### src/rtl/dcs_pkg.sv
package dcs_pkg;

    typedef enum logic [2:0] {
        S_IDLE,
        S_PRE,
        S_ACT,
        S_COL,
        S_BURST,
        S_RPRE,
        S_REF
    } seq_state_e;

    typedef struct packed {
        logic pre;
        logic act;
        logic col;
        logic rf;
        logic we;
    } dram_cmd_t;

endpackage

### src/rtl/dcs_addr_split.sv
module dcs_addr_split #(
    parameter int RANK_W = 1,
    parameter int BANK_W = 2,
    parameter int ROW_W  = 8,
    parameter int COL_W  = 6,
    parameter int ADDR_W = RANK_W + BANK_W + ROW_W + COL_W
) (
    input  logic [ADDR_W-1:0] addr,
    output logic [RANK_W-1:0] rank,
    output logic [BANK_W-1:0] bank,
    output logic [ROW_W-1:0]  row,
    output logic [COL_W-1:0]  col
);
    localparam int ROW_LSB  = COL_W;
    localparam int BANK_LSB = COL_W + ROW_W;
    localparam int RANK_LSB = COL_W + ROW_W + BANK_W;

    assign col  = addr[COL_W-1:0];
    assign row  = addr[ROW_LSB +: ROW_W];
    assign bank = addr[BANK_LSB +: BANK_W];
    assign rank = addr[RANK_LSB +: RANK_W];

endmodule

### src/rtl/dcs_row_table.sv
module dcs_row_table #(
    parameter int IDX_W = 3,
    parameter int ROW_W = 8
) (
    input  logic             clk,
    input  logic             rst_n,
    input  logic [IDX_W-1:0] lk_idx,
    input  logic [ROW_W-1:0] lk_row,
    output logic             lk_open,
    output logic             lk_hit,
    input  logic             set_en,
    input  logic [IDX_W-1:0] set_idx,
    input  logic [ROW_W-1:0] set_row,
    input  logic             clr_en,
    input  logic [IDX_W-1:0] clr_idx,
    input  logic             clr_all
);
    localparam int NE = 1 << IDX_W;

    typedef struct packed {
        logic [NE-1:0]            open;
        logic [NE-1:0][ROW_W-1:0] row;
    } tbl_t;

    tbl_t tbl_d, tbl_q;

    always_comb begin
        tbl_d = tbl_q;
        for (int i = 0; i < NE; i++) begin
            if (clr_all || (clr_en && clr_idx == IDX_W'(i))) begin
                tbl_d.open[i] = 1'b0;
            end
            if (set_en && set_idx == IDX_W'(i)) begin
                tbl_d.open[i] = 1'b1;
                tbl_d.row[i]  = set_row;
            end
        end
    end

    always_ff @(posedge clk or negedge rst_n) begin
        if (!rst_n) begin
            tbl_q <= '0;
        end else begin
            tbl_q <= tbl_d;
        end
    end

    assign lk_open = tbl_q.open[lk_idx];
    assign lk_hit  = tbl_q.open[lk_idx] && (tbl_q.row[lk_idx] == lk_row);

    // a refresh closing every bank never coincides with opening one
    p_set_vs_clear_all_r10: assert property (@(posedge clk) disable iff (!rst_n)
        !(set_en && clr_all));

    // the entry opened by an activate reads back as open next cycle
    p_open_after_set_r4: assert property (@(posedge clk) disable iff (!rst_n)
        (set_en && !clr_all) |=> tbl_q.open[$past(set_idx)]);

endmodule

### src/rtl/dcs_ref_timer.sv
module dcs_ref_timer #(
    parameter int INTERVAL = 160
) (
    input  logic clk,
    input  logic rst_n,
    input  logic ack,
    output logic due
);
    localparam int CW = (INTERVAL > 2) ? $clog2(INTERVAL) : 1;

    typedef struct packed {
        logic [CW-1:0] cnt;
        logic          due;
    } tmr_t;

    tmr_t tmr_d, tmr_q;

    always_comb begin
        tmr_d     = tmr_q;
        tmr_d.due = tmr_q.due & ~ack;
        if (tmr_q.cnt == '0) begin
            tmr_d.cnt = CW'(INTERVAL - 1);
            tmr_d.due = 1'b1;
        end else begin
            tmr_d.cnt = tmr_q.cnt - CW'(1);
        end
    end

    always_ff @(posedge clk or negedge rst_n) begin
        if (!rst_n) begin
            tmr_q.cnt <= CW'(INTERVAL - 1);
            tmr_q.due <= 1'b0;
        end else begin
            tmr_q <= tmr_d;
        end
    end

    assign due = tmr_q.due;

    // a pending refresh stays pending until it is taken
    p_due_sticky_r10: assert property (@(posedge clk) disable iff (!rst_n)
        (due && !ack) |=> due);

endmodule

### src/rtl/dram_cmd_seq.sv
module dram_cmd_seq
    import dcs_pkg::*;
#(
    parameter int RANK_W       = 1,
    parameter int BANK_W       = 2,
    parameter int ROW_W        = 8,
    parameter int COL_W        = 6,
    parameter int DATA_W       = 16,
    parameter int BURST        = 4,
    parameter int T_RP         = 3,
    parameter int T_RCD        = 3,
    parameter int CAS_LAT      = 3,
    parameter int T_RFC        = 5,
    parameter int REF_INTERVAL = 160,
    localparam int NR     = 1 << RANK_W,
    localparam int ADDR_W = RANK_W + BANK_W + ROW_W + COL_W,
    localparam int BUS_W  = (ROW_W > COL_W) ? ROW_W : COL_W,
    localparam int WD_W   = DATA_W * BURST
) (
    input  logic              clk,
    input  logic              rst_n,
    input  logic              req_valid,
    output logic              req_ready,
    input  logic              req_write,
    input  logic [ADDR_W-1:0] req_addr,
    input  logic [WD_W-1:0]   req_wdata,
    output logic              rsp_valid,
    output logic [DATA_W-1:0] rsp_data,
    output logic [NR-1:0]     dram_cs,
    output logic              dram_pre,
    output logic              dram_act,
    output logic              dram_col,
    output logic              dram_ref,
    output logic              dram_we,
    output logic [BANK_W-1:0] dram_bank,
    output logic [BUS_W-1:0]  dram_addr,
    output logic              dram_wen,
    output logic [DATA_W-1:0] dram_wdata,
    input  logic [DATA_W-1:0] dram_rdata
);
    localparam int IDX_W  = RANK_W + BANK_W;
    localparam int CNT_W  = 8;
    localparam int BEAT_W = (BURST > 2) ? $clog2(BURST) : 1;

    typedef struct packed {
        seq_state_e          st;
        logic [CNT_W-1:0]    cnt;
        logic [BEAT_W-1:0]   beat;
        logic [RANK_W-1:0]   rank;
        logic [BANK_W-1:0]   bank;
        logic [ROW_W-1:0]    row;
        logic [COL_W-1:0]    col;
        logic                wr;
        logic [WD_W-1:0]     wdata;
        logic [NR-1:0]       cs;
        dram_cmd_t           cmd;
        logic [BANK_W-1:0]   obank;
        logic [BUS_W-1:0]    oaddr;
        logic                rv;
        logic                wen;
        logic [DATA_W-1:0]   owd;
    } seq_t;

    seq_t seq_d, seq_q;

    logic [RANK_W-1:0] in_rank;
    logic [BANK_W-1:0] in_bank;
    logic [ROW_W-1:0]  in_row;
    logic [COL_W-1:0]  in_col;
    logic [IDX_W-1:0]  in_idx;
    logic [IDX_W-1:0]  q_idx;
    logic              lk_open, lk_hit;
    logic              set_en, clr_en, clr_all;
    logic [IDX_W-1:0]  set_idx, clr_idx;
    logic [ROW_W-1:0]  set_row;
    logic              ref_due, ref_ack;
    logic [BEAT_W-1:0] beat_nx;
    logic [COL_W-1:0]  beat_col;
    logic              beat_go;

    dcs_addr_split #(
        .RANK_W (RANK_W),
        .BANK_W (BANK_W),
        .ROW_W  (ROW_W),
        .COL_W  (COL_W),
        .ADDR_W (ADDR_W)
    ) u_split (
        .addr (req_addr),
        .rank (in_rank),
        .bank (in_bank),
        .row  (in_row),
        .col  (in_col)
    );

    assign in_idx = {in_rank, in_bank};
    assign q_idx  = {seq_q.rank, seq_q.bank};

    dcs_row_table #(
        .IDX_W (IDX_W),
        .ROW_W (ROW_W)
    ) u_rows (
        .clk     (clk),
        .rst_n   (rst_n),
        .lk_idx  (in_idx),
        .lk_row  (in_row),
        .lk_open (lk_open),
        .lk_hit  (lk_hit),
        .set_en  (set_en),
        .set_idx (set_idx),
        .set_row (set_row),
        .clr_en  (clr_en),
        .clr_idx (clr_idx),
        .clr_all (clr_all)
    );

    dcs_ref_timer #(
        .INTERVAL (REF_INTERVAL)
    ) u_ref (
        .clk   (clk),
        .rst_n (rst_n),
        .ack   (ref_ack),
        .due   (ref_due)
    );

    always_comb begin
        seq_d       = seq_q;
        seq_d.cs    = '0;
        seq_d.cmd   = '0;
        seq_d.obank = '0;
        seq_d.oaddr = '0;
        seq_d.rv    = 1'b0;
        seq_d.wen   = 1'b0;
        seq_d.owd   = '0;
        set_en      = 1'b0;
        set_idx     = q_idx;
        set_row     = seq_q.row;
        clr_en      = 1'b0;
        clr_idx     = in_idx;
        clr_all     = 1'b0;
        ref_ack     = 1'b0;
        beat_go     = 1'b0;
        beat_nx     = '0;

        case (seq_q.st)
            S_IDLE: begin
                if (ref_due) begin
                    ref_ack       = 1'b1;
                    clr_all       = 1'b1;
                    seq_d.st      = S_RPRE;
                    seq_d.cnt     = CNT_W'(T_RP - 1);
                    seq_d.cs      = '1;
                    seq_d.cmd.pre = 1'b1;
                end else if (req_valid) begin
                    seq_d.rank  = in_rank;
                    seq_d.bank  = in_bank;
                    seq_d.row   = in_row;
                    seq_d.col   = in_col;
                    seq_d.wr    = req_write;
                    seq_d.wdata = req_wdata;
                    seq_d.cs    = NR'(1) << in_rank;
                    seq_d.obank = in_bank;
                    if (lk_hit) begin
                        seq_d.st      = S_COL;
                        seq_d.cnt     = CNT_W'(CAS_LAT - 1);
                        seq_d.cmd.col = 1'b1;
                        seq_d.cmd.we  = req_write;
                        seq_d.oaddr   = BUS_W'(in_col);
                    end else if (lk_open) begin
                        seq_d.st      = S_PRE;
                        seq_d.cnt     = CNT_W'(T_RP - 1);
                        seq_d.cmd.pre = 1'b1;
                        clr_en        = 1'b1;
                    end else begin
                        seq_d.st      = S_ACT;
                        seq_d.cnt     = CNT_W'(T_RCD - 1);
                        seq_d.cmd.act = 1'b1;
                        seq_d.oaddr   = BUS_W'(in_row);
                        set_en        = 1'b1;
                        set_idx       = in_idx;
                        set_row       = in_row;
                    end
                end
            end

            S_PRE: begin
                if (seq_q.cnt == '0) begin
                    seq_d.st      = S_ACT;
                    seq_d.cnt     = CNT_W'(T_RCD - 1);
                    seq_d.cs      = NR'(1) << seq_q.rank;
                    seq_d.cmd.act = 1'b1;
                    seq_d.obank   = seq_q.bank;
                    seq_d.oaddr   = BUS_W'(seq_q.row);
                    set_en        = 1'b1;
                end else begin
                    seq_d.cnt = seq_q.cnt - CNT_W'(1);
                end
            end

            S_ACT: begin
                if (seq_q.cnt == '0) begin
                    seq_d.st      = S_COL;
                    seq_d.cnt     = CNT_W'(CAS_LAT - 1);
                    seq_d.cs      = NR'(1) << seq_q.rank;
                    seq_d.cmd.col = 1'b1;
                    seq_d.cmd.we  = seq_q.wr;
                    seq_d.obank   = seq_q.bank;
                    seq_d.oaddr   = BUS_W'(seq_q.col);
                end else begin
                    seq_d.cnt = seq_q.cnt - CNT_W'(1);
                end
            end

            S_COL: begin
                if (seq_q.cnt == '0) begin
                    seq_d.st = S_BURST;
                    beat_go  = 1'b1;
                    beat_nx  = '0;
                end else begin
                    seq_d.cnt = seq_q.cnt - CNT_W'(1);
                end
            end

            S_BURST: begin
                if (seq_q.beat == BEAT_W'(BURST - 1)) begin
                    seq_d.st = S_IDLE;
                end else begin
                    beat_go = 1'b1;
                    beat_nx = seq_q.beat + BEAT_W'(1);
                end
            end

            S_RPRE: begin
                if (seq_q.cnt == '0) begin
                    seq_d.st     = S_REF;
                    seq_d.cnt    = CNT_W'(T_RFC - 1);
                    seq_d.cs     = '1;
                    seq_d.cmd.rf = 1'b1;
                end else begin
                    seq_d.cnt = seq_q.cnt - CNT_W'(1);
                end
            end

            S_REF: begin
                if (seq_q.cnt == '0) begin
                    seq_d.st = S_IDLE;
                end else begin
                    seq_d.cnt = seq_q.cnt - CNT_W'(1);
                end
            end

            default: begin
                seq_d.st = S_IDLE;
            end
        endcase

        beat_col = seq_q.col + COL_W'(beat_nx);
        if (beat_go) begin
            seq_d.beat  = beat_nx;
            seq_d.cs    = NR'(1) << seq_q.rank;
            seq_d.obank = seq_q.bank;
            seq_d.oaddr = BUS_W'(beat_col);
            seq_d.rv    = ~seq_q.wr;
            seq_d.wen   = seq_q.wr;
            seq_d.owd   = seq_q.wr ? seq_q.wdata[int'(beat_nx)*DATA_W +: DATA_W] : '0;
        end
    end

    always_ff @(posedge clk or negedge rst_n) begin
        if (!rst_n) begin
            seq_q    <= '0;
            seq_q.st <= S_IDLE;
        end else begin
            seq_q <= seq_d;
        end
    end

    assign req_ready  = (seq_q.st == S_IDLE) && !ref_due;
    assign rsp_valid  = seq_q.rv;
    assign rsp_data   = dram_rdata;
    assign dram_cs    = seq_q.cs;
    assign dram_pre   = seq_q.cmd.pre;
    assign dram_act   = seq_q.cmd.act;
    assign dram_col   = seq_q.cmd.col;
    assign dram_ref   = seq_q.cmd.rf;
    assign dram_we    = seq_q.cmd.we;
    assign dram_bank  = seq_q.obank;
    assign dram_addr  = seq_q.oaddr;
    assign dram_wen   = seq_q.wen;
    assign dram_wdata = seq_q.owd;

    // Spacing monitor: cycles since the last command strobe and its kind
    logic [7:0] gap_q;
    logic       last_pre_q, last_act_q, last_col_q;
    logic       any_cmd;

    assign any_cmd = dram_pre | dram_act | dram_col | dram_ref;

    always_ff @(posedge clk or negedge rst_n) begin
        if (!rst_n) begin
            gap_q      <= 8'd0;
            last_pre_q <= 1'b0;
            last_act_q <= 1'b0;
            last_col_q <= 1'b0;
        end else if (any_cmd) begin
            gap_q      <= 8'd1;
            last_pre_q <= dram_pre;
            last_act_q <= dram_act;
            last_col_q <= dram_col;
        end else if (gap_q != 8'hFF) begin
            gap_q <= gap_q + 8'd1;
        end
    end

    p_pre_to_act_r3: assert property (@(posedge clk) disable iff (!rst_n)
        (dram_act && last_pre_q) |-> (gap_q == 8'(T_RP)));

    p_act_to_col_r5: assert property (@(posedge clk) disable iff (!rst_n)
        (dram_col && last_act_q) |-> (gap_q == 8'(T_RCD)));

    p_first_beat_r6: assert property (@(posedge clk) disable iff (!rst_n)
        $rose(rsp_valid) |-> (last_col_q && gap_q == 8'(CAS_LAT)));

    p_one_rank_r2: assert property (@(posedge clk) disable iff (!rst_n)
        (!dram_ref && !(dram_pre && dram_cs == '1)) |-> $onehot0(dram_cs));

    p_ready_quiet_r11: assert property (@(posedge clk) disable iff (!rst_n)
        req_ready |-> (dram_cs == '0 && !any_cmd && !rsp_valid && !dram_wen));

    p_wen_no_read_r9: assert property (@(posedge clk) disable iff (!rst_n)
        !(dram_wen && rsp_valid));

endmodule

### config.mk
export PLATFORM = sky130hd
export DESIGN_NAME = dram_cmd_seq
export DESIGN_NICKNAME = d
export VERILOG_FILES = /design/src/rtl/dcs_pkg.sv /design/src/rtl/dcs_addr_split.sv /design/src/rtl/dcs_row_table.sv /design/src/rtl/dcs_ref_timer.sv /design/src/rtl/dram_cmd_seq.sv
export SDC_FILE = /design/constraint.sdc
export NUM_CORES = 1
export LEC_CHECK = 0
export BUFFER_PORTS_ARGS = -buffer_cell sky130_fd_sc_hd__buf_2
export CAP_MARGIN = 25
export CORE_MARGIN = 3
export CORE_UTILIZATION = 30
export CTS_CLUSTER_DIAMETER = 80
export DETAILED_ROUTE_END_ITERATION = 8
export PLACE_DENSITY = 0.47
export SYNTH_ARGS = -nofsm -noshare
export SYNTH_HDL_FRONTEND = slang
export SYNTH_HIERARCHICAL = 1
export SYNTH_SLANG_ARGS = --single-unit
### constraint.sdc
create_clock -name clk -period 4.5 [get_ports clk]
set_clock_uncertainty 0.1 [all_clocks]
set_input_delay 0.45 -clock clk [delete_from_list [all_inputs] [get_ports clk]]
set_output_delay 0.45 -clock clk [all_outputs]
set_load 0.01 [all_outputs]
Word level (Yosys, flattened, before mapping). Index checks and enable logic that the tools add are counted.

Muxes and demuxes: 88. Shift operators: 3. Bitwise operators: 4. Order comparisons: 1. Add/subtract/negate cells: 4. Equal/unequal tests: 30. Reduce and logical (&&, ||, !) cells: 46.

Operators with widths (number): $mux 8 (12); $mux 11 (6); $shiftx 64x7->16 (1); $mux 3 (12); $mux 1 (35); $eq 3x3->1 const B (11); $pmux 8 s4 (1); $pmux 10 s3 (1); $mux 28 (1); $bmux 8 s3 (1); $pmux 3 s7 (1); $mux 10 (2); $eq 3x2->1 const B (6); $logic_and 1x1->1 (18); $logic_not 8->1 (2); $mux 16 (1); $reduce_bool 2->1 (8); $sub 8x1->8 const B (2); $mux 2 (7); $ne 2x2->1 const B (7); $pmux 1 s2 (5); $eq 3x1->1 const B (3); $logic_not 3->1 (3); $eq 8x8->1 (1); 17 further kinds (29).

Word-level logic and storage cells: 214. Input port bits: 101. Output and inout bits: 52. Bits in registers: 211.

Longest topological paths before layout.
Depth in word-level cells: 12. Gate-level depth with buffers: 15. Gate-level depth less buffers: 11.

Cells and area by module. The synthesis kept the hierarchy.

By module, submodules not included: dram_cmd_seq (cells an instance 672, area each 6406.1 µm², seq. area each 3253.1 µm², times used 1); dcs_row_table (cells an instance 221, area each 3443.3 µm², seq. area each 1801.7 µm², times used 1); dcs_ref_timer (cells an instance 38, area each 422.9 µm², seq. area each 232.7 µm², times used 1); dcs_addr_split (cells an instance 17, area each 127.6 µm², seq. area each 0.0 µm², times used 1).

Least setup slack after synthesis. No wires, ideal clock.

Path type: input port to flip-flop. Start point: input req_addr[14]. End point: register u_rows/tbl_q[10] (netlist name). Data required time: 4.275 ns. Path slack: 0.614 ns. Path buffers: 4. Cell stages on the path: 14. Arrival time: 3.662 ns. Library setup time: 0.125 ns. Cell sequence: buf_4 -> buf_6 -> buf_12 -> mux4_1 -> mux2_2 -> nand4_1 -> nor4_2 -> nor2_1 -> nand2_1 -> a211oi_1 -> clkbuf_1 -> nand2b_1 -> nor3b_2 -> mux2_2.

Elaborated cells on any way between the ends: 23. Those cells by class: 2 x eq/ne; 19 x mux; 2 x reduce/logical.

RTL lines: start, declared (RTL line dram_cmd_seq.sv:25) `input logic [ADDR_W-1:0] req_addr,`; $bmux 1 s3 * (RTL line dcs_row_table.sv:48) `assign lk_open = tbl_q.open[lk_idx];`; $mux 1 (not written as such) * (RTL line dcs_row_table.sv:48); named net lk_open (RTL line dram_cmd_seq.sv:72) `logic lk_open, lk_hit;`; $logic_and 1x1->1 * (RTL line dcs_row_table.sv:49) `assign lk_hit = tbl_q.open[lk_idx] && (tbl_q.row[lk_idx] == lk_row);`; named net lk_hit (RTL line dram_cmd_seq.sv:72); $mux 3 (RTL line dram_cmd_seq.sv:162) `if (lk_hit) begin`; $mux 3 (RTL line dram_cmd_seq.sv:153) `end else if (req_valid) begin`; $mux 3 (RTL line dram_cmd_seq.sv:146) `if (ref_due) begin`; $mux 3 (RTL line dram_cmd_seq.sv:144) `case (seq_q.st)`; $eq 3x1->1 (RTL line dcs_row_table.sv:33) `if (set_en && set_idx == IDX_W'(i)) begin`; $logic_and 1x1->1 (RTL line dcs_row_table.sv:33); end signal, assigned (RTL line dcs_row_table.sv:44) `tbl_q <= tbl_d;`; end, declared (RTL line dcs_row_table.sv:25) `tbl_t tbl_d, tbl_q;`.

Mark *: on every way through the listed nets, which the timed path passes. The rest lies on a longest branch. The select of a mux whose other input is x is not followed. A chain may end at the register's enable or synchronous reset.

Final worst setup path.
Start point: input req_addr[14]. End point: register u_rows/tbl_q[18] (netlist name).

Word-level cells in the longest chain between the ends: 10. Elaborated cells on any way between the ends: 23. Those cells by class: 2 x eq/ne; 19 x mux; 2 x reduce/logical.

RTL lines: $bmux 8 s3 (RTL line dcs_row_table.sv:49); $mux 8 (not written as such) (RTL line dcs_row_table.sv:49); $eq 8x8->1 (RTL line dcs_row_table.sv:49); $logic_and 1x1->1 * (RTL line dcs_row_table.sv:49); named net lk_hit (RTL line dram_cmd_seq.sv:72); $mux 3 * (RTL line dram_cmd_seq.sv:162); $mux 3 * (RTL line dram_cmd_seq.sv:153); $mux 3 * (RTL line dram_cmd_seq.sv:146); $mux 3 * (RTL line dram_cmd_seq.sv:144); named net set_idx[2] (RTL line dram_cmd_seq.sv:74) `logic [IDX_W-1:0] set_idx, clr_idx;`; $eq 3x2->1 * (RTL line dcs_row_table.sv:33); $logic_and 1x1->1 * (RTL line dcs_row_table.sv:33).

Marks and branches as above.

==> impl_metrics.json <==
{
  "grt_pass1_vias": 7189,
  "hold_viol_final": 0,
  "drt-initial-drc-count": 362,
  "cts_tree": "yes",
  "seq_area_frac_synth_pct": 50.8,
  "critPathBufInv": 3,
  "vdd_drop_max_mv": 0.306,
  "synth_area_leaders": "dfrtp_1 (49%), nand2_1 (9.8%), mux2_2 (8.2%)",
  "synthesis.area_um2": 10400,
  "crit_path_frequent_cell": "buf_4",
  "leakage_uw": 0.00630,
  "maxClockFrequency_ghz": 0.259,
  "relSlewSlack_pct": 36.5,
  "cp.arrival_ps": 4170,
  "die_w_um": 192,
  "ant_nets": 0,
  "place_hpwl_um": 17900,
  "powerDensity_nw_per_um2": 335,
  "fin_area_um2": 12300,
  "max_stage_delay_ps": 680,
  "antenna_found_initial": 0,
  "synthCells": 948,
  "grt_setup_unrepaired": "no",
  "start_kind": "input pin",
  "drt_drc_violations_left": 0,
  "routabilityCongestion": 0.784,
  "status": "finished, final reports clean",
  "place_ws_ps": 62.9,
  "design.core.area_um2": 33900,
  "final_cell_mix": "nand2_1 (271), dfrtp_1 (205), buf_2 (119)",
  "std_cell_rows": 67,
  "numPortBuffers": 120,
  "dr.pass1.iters": 4,
  "syn_nets": 1055,
  "vias_per_cell": 4.69,
  "postCtsSetupRepairBufs": 0,
  "synth-edff-count": 0,
  "end_kind": "flop",
  "clk_path_buf_depth": 3,
  "cp.required_ps": 4800,
  "cpMaxStageDelayCell": "nor3_2",
  "multi_input_area_um2": 4370,
  "setup_tns_ps": 0,
  "hp-class": "input pin to flop",
  "cts_htree_levels": 1,
  "grt_pass1_wl_um": 41800,
  "fin_crit_sh_pct": 86.0,
  "post_drt_wl_per_cell_um": 17.5,
  "crit_type": "input pin to flop",
  "diodes": 0,
  "path_cells": "buf_2 > buf_4 > mux4_2 > mux2i_1 > xnor2_1 > nor4_2 > nor3_2 > o21ai_0 > nand2b_1 > nor3b_2 > buf_4 > mux2_2",
  "area_growth_pct": 17.9,
  "fillers": 3359,
  "tightest_slew_ps": 953,
  "maxCapViolCount": 0,
  "maxSlewViolCount": 0,
  "layout_setup_ws_ps": 632,
  "synth_seq_cells": 211,
  "worstPathMaxFanout": 16,
  "layout_min_cycle_time_ps": 3870,
  "cts_sinks": 211,
  "yosys_warnings": 6,
  "num_vias": 7098,
  "dieHeight_um": 192,
  "grt_overflow": 0,
  "nets": 1154,
  "drive_above_1_share_pct": 28.7,
  "grt.total_usage_pct": 14.2,
  "ctsResizeCount": 0,
  "dp.cells": 1436,
  "async_flop_share_pct": 100,
  "place_area_um2": 11100,
  "grt_max_degree": 120,
  "ios": 153,
  "synth_flop_cell": "dfrtp_1",
  "cts.clk_slew.worst_paths_ps": 60,
  "clock_latency_ps": 530,
  "synth_top_cell_by_area": "dfrtp_1",
  "cts_root_buffer": "clkbuf_16",
  "finalSetupViolCount": 0,
  "start_util_pct": 30.7,
  "cts_buffers": 26,
  "ctsHoldBuffers": 31,
  "die-area_um2": 36900,
  "syn_area_per_cell_um2": 11.0,
  "layout_commonest_cell": "nand2_1",
  "register_area_um2": 5290,
  "final_cells": 1513,
  "crit_family": "simple AND/OR/NAND/NOR gates",
  "synth_top_cell_area_share_pct": 49.3,
  "synthDistinctLibCells": 70,
  "wirelength_um": 26500
}
[logic make-up after synthesis]
family | count (synthesis) | synth area share, %
compound gates | 80 | 5.81
xor+xnor | 13 | 1.09
fa+ha+maj | 6 | 0.794
buf+inv | 122 | 7.33
flops | 211 | 50.8
mux | 125 | 17.2
simple gates | 391 | 16.9
[state kept, by name (all words and copies together) (netlist names)]
name          flops
dram_act          1
dram_addr         8
dram_bank         2
dram_col          1
dram_cs           2
dram_pre          1
dram_ref          1
dram_wdata       16
dram_we           1
dram_wen          1
q_idx             3
rsp_valid         1
seq_q            92
u_ref/due         1
u_ref/tmr_q       8
u_rows/tbl_q     72
[synthesized netlist by cell type (3+ instances only)]
library cell	count
a211o_1	6
a21oi_1	8
a22o_1	5
a22oi_1	8
a31oi_1	5
and3_1	7
buf_1	3
buf_2	4
buf_4	62
buf_6	4
clkbuf_1	33
dfrtp_1	205
dfstp_2	6
ha_1	5
inv_1	13
mux2_2	76
mux2i_1	17
mux4_1	12
mux4_2	20
nand2_1	272
nand2b_1	11
nand3_1	12
nand4_1	3
nand4b_1	3
nor2_1	17
nor2b_1	21
nor3_1	13
nor4_1	6
o211ai_1	8
o21ai_0	14
o2bb2ai_1	3
or3_1	5
xnor2_1	4
xor2_1	9
[report_power, final]
| group | total (uW) | switching [uW] | internal (uW) | leakage, uW |
|---|---|---|---|---|
| clock | 2070 | 808 | 1260 | 0.000416 |
| combinational | 148 | 84.9 | 63.3 | 0.00300 |
| sequential | 1900 | 0 | 1900 | 0.00289 |
[final timing paths]
kind                                              start                      endpoint  slack (ps)  depth (start not counted)
setup / recovery                           req_addr[14]  u_rows/tbl_q[18]$_DFFE_PN0P_         630                         12
hold / removal                             req_wdata[6]         seq_q[41]$_DFFE_PN0P_          20                          3
setup reg to reg           u_rows/tbl_q[70]$_DFFE_PN0P_  u_rows/tbl_q[18]$_DFFE_PN0P_         750                         10
hold reg to reg                u_ref/tmr_q[1]$_DFF_PN1_      u_ref/tmr_q[1]$_DFF_PN1_         370                          1
max in group asynchronous                         rst_n      dram_wdata[11]$_DFF_PN0_        2730                          3
min in group asynchronous                         rst_n      u_ref/tmr_q[7]$_DFF_PN0_         480                          2
[worst min-delay path: cells and delay by family]
kind          cells  cell delay, ps
buf+inv           1              80
simple gates      2              90
[area by class of cell]
type                    count  share of cell area (%)
well taps                 448                    4.57
flip-flops and latches    211                    43.1
clock inverters             8                   0.847
clock buffers              38                    6.08
inverters                  13                   0.398
repair buffers            180                    9.39
multi-input cells         615                    35.6
[stage by stage]
stage	utilization [%]	total power [uW]	hold slack (ps)
after floorplan	-	1990	54.4
after global placement	32.8	2070	348
after detailed placement	32.8	2060	352
after CTS	36.2	4190	0.0815
after global routing	36.2	4280	17.4
final	36.2	4110	21.1
[per-layer routing]
layer	GRT usage, %	routed length (um)	vias to the layer above
li1	-	-	3412
met1	20.4	12500	3491
met2	22.9	12200	160
met3	2.35	1370	35
met4	2.80	421	0
met5	0	0	-
Power figures use the tool's default switching activity.
